--- config.mk ---
export PLATFORM = sky130hd
export DESIGN_NAME = can_fault_conf
export DESIGN_NICKNAME = d
export VERILOG_FILES = /design/src/rtl/can_fc_pkg.sv /design/src/rtl/fc_err_counter.sv /design/src/rtl/fc_last_err.sv /design/src/rtl/fc_conf_state.sv /design/src/rtl/can_fault_conf.sv
export SDC_FILE = /design/constraint.sdc
export NUM_CORES = 1
export LEC_CHECK = 0
export ABC_AREA = 1
export BUFFER_PORTS_ARGS = -buffer_cell sky130_fd_sc_hd__buf_2
export CAP_MARGIN = 15
export CORE_MARGIN = 3
export CORE_UTILIZATION = 40
export DETAILED_ROUTE_END_ITERATION = 7
export SLEW_MARGIN = 20
export SYNTH_ARGS = -nofsm -noshare
export SYNTH_HDL_FRONTEND = slang
export SYNTH_SLANG_ARGS = --single-unit
--- constraint.sdc ---
create_clock -name clk -period 1.35 [get_ports clk]
set_clock_uncertainty 0.05 [all_clocks]
set_input_delay 0 -clock clk [delete_from_list [all_inputs] [get_ports clk]]
set_output_delay 0 -clock clk [all_outputs]
set_load 0.005 [all_outputs]
--- src/rtl/can_fc_pkg.sv ---
// Package: shared constants and the last-error-code encoding of the
// fault confinement unit. Assumes a 3-bit error code from the engine.
package can_fc_pkg;
    localparam int CNT_W       = 9;
    localparam int ERR_STEP    = 8;
    localparam int OK_STEP     = 1;
    localparam int WARN_LVL    = 96;
    localparam int PASSIVE_LVL = 127;
    localparam int BUSOFF_LVL  = 255;
    localparam int FLAG_LEN    = 6;
    localparam int LEC_W       = 3;

    typedef enum logic [LEC_W-1:0] {
        LEC_NONE  = 3'd0,
        LEC_STUFF = 3'd1,
        LEC_FORM  = 3'd2,
        LEC_ACK   = 3'd3,
        LEC_BIT1  = 3'd4,
        LEC_BIT0  = 3'd5,
        LEC_CRC   = 3'd6,
        LEC_KEEP  = 3'd7
    } lec_e;
endpackage

--- src/rtl/fc_err_counter.sv ---
// Module: one error counter. An error adds ERR_STEP and a success
// subtracts OK_STEP, with a floor of zero; the error wins when both come
// together. IS_TX selects the variant: the transmit variant owns the
// sticky bus-off flag, while the receive variant saturates at its maximum.
// Assumes freeze_i is the registered bus-off state of the node.
module fc_err_counter #(
    parameter int CNT_W      = 9,
    parameter int ERR_STEP   = 8,
    parameter int OK_STEP    = 1,
    parameter int BUSOFF_LVL = 255,
    parameter bit IS_TX      = 1'b1
) (
    input  logic             clk,
    input  logic             rst_n,
    input  logic             freeze_i,
    input  logic             err_i,
    input  logic             ok_i,
    output logic [CNT_W-1:0] cnt_o,
    output logic             busoff_o
);
    localparam int SUM_W = CNT_W + 1;
    localparam logic [SUM_W-1:0] STEP_E  = SUM_W'(ERR_STEP);
    localparam logic [CNT_W-1:0] STEP_OK = CNT_W'(OK_STEP);
    localparam logic [SUM_W-1:0] CNT_MAX = SUM_W'((1 << CNT_W) - 1);
    localparam logic [SUM_W-1:0] BO_LIM  = SUM_W'(BUSOFF_LVL);

    logic [CNT_W-1:0] cnt_q;
    logic [CNT_W-1:0] cnt_nxt;
    logic [SUM_W-1:0] sum;

    assign sum = {1'b0, cnt_q} + STEP_E;

    // Purpose: next counter value, with error priority, floor and saturation.
    always_comb begin
        cnt_nxt = cnt_q;
        if (err_i) begin
            if (!IS_TX && (sum > CNT_MAX)) begin
                cnt_nxt = CNT_MAX[CNT_W-1:0];
            end else begin
                cnt_nxt = sum[CNT_W-1:0];
            end
        end else if (ok_i) begin
            if (cnt_q >= STEP_OK) begin
                cnt_nxt = cnt_q - STEP_OK;
            end else begin
                cnt_nxt = '0;
            end
        end
    end

    // Purpose: counter register, frozen while the node is bus-off.
    always_ff @(posedge clk) begin
        if (!rst_n) begin
            cnt_q <= '0;
        end else if (!freeze_i) begin
            cnt_q <= cnt_nxt;
        end
    end

    assign cnt_o = cnt_q;

    generate
        if (IS_TX) begin : g_tx
            logic bo_q;
            // Purpose: sticky bus-off, set when an error takes the count past the limit.
            always_ff @(posedge clk) begin
                if (!rst_n) begin
                    bo_q <= 1'b0;
                end else if (!freeze_i && err_i && (sum > BO_LIM)) begin
                    bo_q <= 1'b1;
                end
            end
            assign busoff_o = bo_q;
        end else begin : g_rx
            assign busoff_o = 1'b0;
        end
    endgenerate
endmodule

--- src/rtl/fc_last_err.sv ---
// Module: last-error-code register. It loads the engine's code on an
// error event, keeps its value for the "unchanged" code, and is frozen in
// bus-off. Assumes the code is valid in the cycle of the error strobe.
module fc_last_err
    import can_fc_pkg::*;
(
    input  logic             clk,
    input  logic             rst_n,
    input  logic             freeze_i,
    input  logic             evt_i,
    input  logic [LEC_W-1:0] code_i,
    output logic [LEC_W-1:0] lec_o
);
    lec_e lec_q;

    // Purpose: load the error type on an error event unless the code means keep.
    always_ff @(posedge clk) begin
        if (!rst_n) begin
            lec_q <= LEC_NONE;
        end else if (!freeze_i && evt_i && (lec_e'(code_i) != LEC_KEEP)) begin
            lec_q <= lec_e'(code_i);
        end
    end

    assign lec_o = lec_q;
endmodule

--- src/rtl/fc_conf_state.sv ---
// Module: fault-confinement state decode. It derives the warning and
// passive levels from both counters, the error flag polarity, the bus
// enables, and the registered one-cycle suspend request after a
// transmission in the passive state. Assumes registered counter inputs.
module fc_conf_state #(
    parameter int CNT_W       = 9,
    parameter int WARN_LVL    = 96,
    parameter int PASSIVE_LVL = 127
) (
    input  logic             clk,
    input  logic             rst_n,
    input  logic [CNT_W-1:0] tec_i,
    input  logic [CNT_W-1:0] rec_i,
    input  logic             busoff_i,
    input  logic             tx_done_i,
    output logic             warn_o,
    output logic             passive_o,
    output logic             flag_recessive_o,
    output logic             tx_en_o,
    output logic             rx_en_o,
    output logic             suspend_o
);
    localparam logic [CNT_W-1:0] WARN_L = CNT_W'(WARN_LVL);
    localparam logic [CNT_W-1:0] PASS_L = CNT_W'(PASSIVE_LVL);

    logic susp_q;

    // Purpose: level decode of both counters and the bus-off state.
    always_comb begin
        warn_o           = (tec_i >= WARN_L) || (rec_i >= WARN_L);
        passive_o        = !busoff_i && ((tec_i > PASS_L) || (rec_i > PASS_L));
        flag_recessive_o = passive_o || busoff_i;
        tx_en_o          = !busoff_i;
        rx_en_o          = !busoff_i;
    end

    // Purpose: one-cycle suspend after a transmission ends in the passive state.
    always_ff @(posedge clk) begin
        if (!rst_n) begin
            susp_q <= 1'b0;
        end else begin
            susp_q <= tx_done_i && passive_o;
        end
    end

    assign suspend_o = susp_q;
endmodule

--- src/rtl/can_fault_conf.sv ---
// Module: top of the CAN fault confinement unit. It holds the transmit
// and receive error counters, the last error code and the state decode.
// Assumes single-cycle strobes from a protocol engine on the same clock.
module can_fault_conf
    import can_fc_pkg::*;
(
    input  logic             clk,
    input  logic             rst_n,
    input  logic             tx_err_i,
    input  logic             rx_err_i,
    input  logic             tx_ok_i,
    input  logic             rx_ok_i,
    input  logic [LEC_W-1:0] err_code_i,
    output logic [CNT_W-1:0] tec_o,
    output logic [CNT_W-1:0] rec_o,
    output logic             warn_o,
    output logic             passive_o,
    output logic             busoff_o,
    output logic [LEC_W-1:0] lec_o,
    output logic             flag_recessive_o,
    output logic [2:0]       flag_len_o,
    output logic             suspend_o,
    output logic             tx_en_o,
    output logic             rx_en_o
);
    logic bo_tx;
    logic bo_rx_unused;

    fc_err_counter #(
        .CNT_W(CNT_W), .ERR_STEP(ERR_STEP), .OK_STEP(OK_STEP),
        .BUSOFF_LVL(BUSOFF_LVL), .IS_TX(1'b1)
    ) i_tec (
        .clk(clk), .rst_n(rst_n), .freeze_i(bo_tx),
        .err_i(tx_err_i), .ok_i(tx_ok_i),
        .cnt_o(tec_o), .busoff_o(bo_tx)
    );

    fc_err_counter #(
        .CNT_W(CNT_W), .ERR_STEP(ERR_STEP), .OK_STEP(OK_STEP),
        .BUSOFF_LVL(BUSOFF_LVL), .IS_TX(1'b0)
    ) i_rec (
        .clk(clk), .rst_n(rst_n), .freeze_i(bo_tx),
        .err_i(rx_err_i), .ok_i(rx_ok_i),
        .cnt_o(rec_o), .busoff_o(bo_rx_unused)
    );

    fc_last_err i_lec (
        .clk(clk), .rst_n(rst_n), .freeze_i(bo_tx),
        .evt_i(tx_err_i || rx_err_i), .code_i(err_code_i),
        .lec_o(lec_o)
    );

    fc_conf_state #(
        .CNT_W(CNT_W), .WARN_LVL(WARN_LVL), .PASSIVE_LVL(PASSIVE_LVL)
    ) i_state (
        .clk(clk), .rst_n(rst_n), .tec_i(tec_o), .rec_i(rec_o),
        .busoff_i(bo_tx), .tx_done_i(tx_err_i || tx_ok_i),
        .warn_o(warn_o), .passive_o(passive_o),
        .flag_recessive_o(flag_recessive_o),
        .tx_en_o(tx_en_o), .rx_en_o(rx_en_o), .suspend_o(suspend_o)
    );

    assign busoff_o   = bo_tx;
    assign flag_len_o = 3'(FLAG_LEN);
endmodule

# == Word level (Yosys, flattened, before mapping) ==
# Cells that the tools add are included.
# op_classes
addsub,4
order_cmp,8
eq_ne,1
n_mux,7
bitwise_logic,1
n_reduce_logical,16
# op_table
cell,n
$mux 9,7
$add 9x4->10 const B,2
$ge 9x1->1 const B,2
$ge 9x7->1 const B,2
$gt 9x7->1 const B,2
$sub 9x1->9 const B,2
$gt 10x8->1 const B,1
$gt 10x9->1 const B,1
$logic_and 1x1->1,6
$logic_or 1x1->1,5
$reduce_and 2->1,2
$reduce_bool 2->1,2
$ne 3x3->1 const B,1
$logic_not 1->1,1
$not 1->1,1
# totals
regBits,23
inputBits,9
out_inout_bits,31
word_cells,42

# == Depth between registers and ports, before layout ==
# depth
ltp_word,4
depth_mapped,11
depth_no_buf,10

# == Cells and area by module ==
# From an unflattened synthesis, not the netlist that was laid out.
# hier_totals
cells_unflattened,291
hier_area_um2,1889.3
# modules_own_cells
module,n_inst,cells_per_inst,area_per_inst_um2,seq_area_each_um2
fc_err_counter (i_rec),1,124,830.8,180.2
fc_err_counter (i_tec),1,120,779.5,200.2
fc_last_err,1,23,148.9,60.1
fc_conf_state,1,14,81.3,20.0
can_fault_conf,1,10,48.8,0.0

# == Worst setup path before layout ==
# No wires, ideal clock.
# synth_path
path_type,register to register
startpoint,"register i_rec.cnt_q[4], in the netlist i_rec.cnt_o[4]"
endpoint,"register i_rec.cnt_q[7], in the netlist i_rec.cnt_o[7]"
setup_time_ns,0.117
arrival_time_ns,1.309
required_ns,1.183
path_slack_ns,-0.126
path_stages_with_launch,11
path_buffers,1
synth_period_minus_slack_ns,1.476
path_cell_list,dfxtp_1 -> clkbuf_2 -> inv_1 -> ha_1 -> inv_1 -> nor2_2 -> nand4_2 -> nand2_1 -> nor2_1 -> nor2_1 -> nor2_1
# synth_via
elab_chain_len,4
elab_cells_between_ends,8
cone_classes,add/sub (2); order compare (2); mux (4)
# synth_lines
element,line,source
from (decl),fc_err_counter.sv:27,logic [CNT_W-1:0] cnt_q;
from (signal assigned),fc_err_counter.sv:56,cnt_q <= cnt_nxt;
$add 9x4->10 (tied with other cells),fc_err_counter.sv:31,"assign sum = {1'b0, cnt_q} + STEP_E;"
$gt 10x9->1 or $mux 9 (tied branches),"fc_err_counter.sv:37, fc_err_counter.sv:43",
$mux 9 (on tied branches),"fc_err_counter.sv:37, fc_err_counter.sv:42",
$mux 9 *,fc_err_counter.sv:36,if (err_i) begin
# Mark *: on every way between the ends. The rest lies on a longest branch, timed or not. The select of a mux whose other input is x is not followed.
# A chain may end at the register's enable or synchronous reset.

# == Final worst setup path ==
# layout_path
startpoint,"register i_tec.cnt_q[1], in the netlist i_tec.cnt_o[1]"
endpoint,output port flag_recessive_o
# layout_via
elab_chain_len,4
# layout_lines
element,line,source
from (decl),fc_err_counter.sv:27,
from (signal assigned),fc_err_counter.sv:56,
$gt 9x7->1,fc_conf_state.sv:31,passive_o = !busoff_i && ((tec_i > PASS_L) || (rec_i > PASS_L));
$logic_or 1x1->1,fc_conf_state.sv:31,
$logic_and 1x1->1,fc_conf_state.sv:31,
$logic_or 1x1->1,fc_conf_state.sv:32,flag_recessive_o = passive_o || busoff_i;
to (decl),can_fault_conf.sv:20,"output logic flag_recessive_o,"
# No other way between the ends.

==> metrics.txt <==
Routed WL per cell 14.3 µm; multiplexer share of the synthesized area 0; final setup violation count 20; Fin Hold WS 0.0938 ns; Critical Path Start Type flop; adder-cell share of the synthesized area 0.0906; Mapped Area 0.00193 mm²; outcome finished, violations left; die outline width 75.5 µm; CTS tree yes; worst-path cell chain buf_6 > ha_4 > nand3_2 > o31ai_4 > nand3_1 > buf_2; WS Path Type flop to primary output; max-capacitance violation count 0; Post-route DRC 0; Pre-Repair DR Iteration Count 5; Final WS setup -0.219 ns; min Tclk post-route 1.57 ns; Die H 75.5 µm; Area contributors post-synth dfxtp_1, nand2_1, ha_1; maximum vdd ir drop 912 µV; met3 usage 0.0237; met1 GRT Util 0.255; DRT iter0 DRCs 134; Setup crit end kind primary output; Power, Total 4.25 mW; io pins 40; cell with the most instances after synthesis nand2_1; Yosys reg bits 23; FF-to-FF path depth 10; Synth top cells by count nand2_1, nor2_1, inv_1; ANT nets after route 0; initial antenna violation count 0; Post-Synth Simple-Gate Area 0.344; core area 0.00450 mm²; violated checks setup timing; Power Dens Cells 1400 mW/mm²; maximum root-to-sink buffer count 2; fmax 637 MHz; I/O Buffers 36; Fin Setup TNS -1.85 ns; dpl ws -0.0830 ns; RSZ-0062 raised after global routing true; clock-pin slew on the worst setup and hold paths 0.09 ns; overall routing resource usage 0.217; critical path launch point i_tec.cnt_o[1]$_SDFFE_PN0P_; largest family of logic cells by synthesized area simple AND/OR/NAND/NOR gates; die area 0.00570 mm²; Leakage 1.43 nW; CP max-delay cell dfxtp_2; fin util 0.672; Crit path largest cell delay 0.34 ns; type of the worst min-delay path input port to flop; register area share after synthesis 0.238; layout cells sized above 1 0.550; nets 406; CTS Sinks 23; final cycle utilization of the critical path 1.16; n_diodes 0; Post-synth EDFFs 0; largest net degree at the start of global routing 13; GPL Wtd Cong 0.849; Yosys Warn Count 0; Post-Syn Area per Cell 6.74 µm²; final wirelength 6220 µm; Worst Path Max Fanout 3; CP Data Arrival Time 1.52 ns; ys async rst share 0; Required @ worst endpoint 1.30 ns; synth-to-layout area growth 56.6%; Final Max Tran Viols 0; Hold Startpoint tx_err_i; xor and xnor area share after synthesis 0.0227; vias in the first global route 2148; GR peak layer met2; global route total overflow 0; Cell variety after synth 34; Primary FF master, synth dfxtp_1; final hold violation count 0; RR Startpoint i_rec.cnt_o[4]$_SDFFE_PN0P_; area share of the leading cell type in the synthesized netlist 0.238; Final HPWL DP 4390 µm; Syn Inst Count 287; Initial Util 0.429; H-tree Lvls 1; first-pass GRT wire length 9580 µm; Rows 24; vias 2297; vias per cell 5.29; post-synth top area cell dfxtp_1; met2 global-route usage 0.404; TritonCTS Buffers 3; CTS root buf clkbuf_8; worst skew pair latency 0.28 ns; post-synthesis compound-gate area fraction 0.182; hold path cells 3
-- cells by family after synthesis --
group / after synthesis
xor+xnor: 5
compound gates: 62
buf+inv: 48
simple gates: 133
flops: 23
other cells: 2
fa+ha+maj: 14
-- report_power, final --
part	internal, mW	total (mW)	switching, mW
clock network	0.212	0.455	0.244
logic	1.28	2.79	1.51
registers	0.838	1.01	0.167
-- stage by stage --
stage                     area, µm²  cells
after floorplan                1980    288
after global placement         2480    413
after detailed placement       2480    413
after CTS                      2820    430
after global routing           3030    434
final                          3030    434
-- worst max-delay path: cells and delay by family, from the launching register on --
kind / cells / cell delay (ns)
adders and majority gates: 1 / 0.12
buffers and inverters: 2 / 0.25
AOI/OAI and AO/OA: 1 / 0.34
and+or+nand+nor: 2 / 0.20
DFF: 1 / 0.34
-- cells in the final DEF, fill, tap and decap left out, types with 2 or more instances in the layout --
| cell | netlist | final |
|---|---|---|
| a21oi_2 | 3 | 18 |
| buf_2 | 0 | 36 |
| nand3_1 | 27 | 17 |
| dfxtp_2 | 0 | 9 |
| ha_1 | 14 | 7 |
| nor2_2 | 3 | 6 |
| a21oi_1 | 29 | 13 |
| clkbuf_8 | 0 | 3 |
| ha_4 | 0 | 5 |
| inv_4 | 1 | 3 |
| inv_1 | 30 | 19 |
| buf_6 | 4 | 7 |
| dfxtp_4 | 0 | 5 |
| nor2_4 | 3 | 7 |
| conb_1 | 2 | 3 |
| nor2_1 | 34 | 27 |
| nand2_1 | 47 | 35 |
| inv_2 | 6 | 14 |
| o211ai_1 | 2 | 2 |
| nand2_2 | 2 | 12 |
| o21ai_0 | 21 | 19 |
| o21ai_2 | 0 | 2 |
| dlygate4sd3_1 | 0 | 5 |
| nand4_1 | 6 | 6 |
| nand3_4 | 1 | 4 |
| nand3_2 | 3 | 10 |
| nand2_4 | 5 | 7 |
| xor2_1 | 5 | 5 |
| buf_4 | 4 | 52 |
| dfxtp_1 | 23 | 9 |
| ha_2 | 0 | 2 |
-- registers in the layout (all words and copies together) (netlist names) --
name	count
i_tec.busoff_o	1
i_rec.cnt_o	9
i_lec.lec_o	3
i_state.suspend_o	1
i_tec.cnt_o	9
-- metal layers --
metal | share of wire | wire, µm
met1 | 0.40 | 2510
met2 | 0.53 | 3290
met3 | 0.048 | 297
met4 | 0.019 | 117
met5 | 0 | 0
-- final timing paths --
path         slack [ns]                     endpoint
max               -0.22             flag_recessive_o
max reg2reg       -0.15  i_rec.cnt_o[5]$_SDFFE_PN0P_
min                0.09  i_tec.cnt_o[4]$_SDFFE_PN0P_
min reg2reg        0.44  i_lec.lec_o[0]$_SDFFE_PN0P_
-- final cells by class --
type                       instances  area [µm²]
fill                             387        1480
multi-input combinational        217        1570
inverter                          38         155
clock buffer                       4        45.0
timing repair buffer             100         699
sequential                        23         490
tap                               52        65.1
-- timing repair --
action,CTS,global route
hold buffers,5,0
setup endpoints to repair,21,23
pin swaps,15,31
buffers inserted,8,5
hold endpoints to repair,6,0
gates resized for setup,59,49
(Power assumes the default switching activity.)
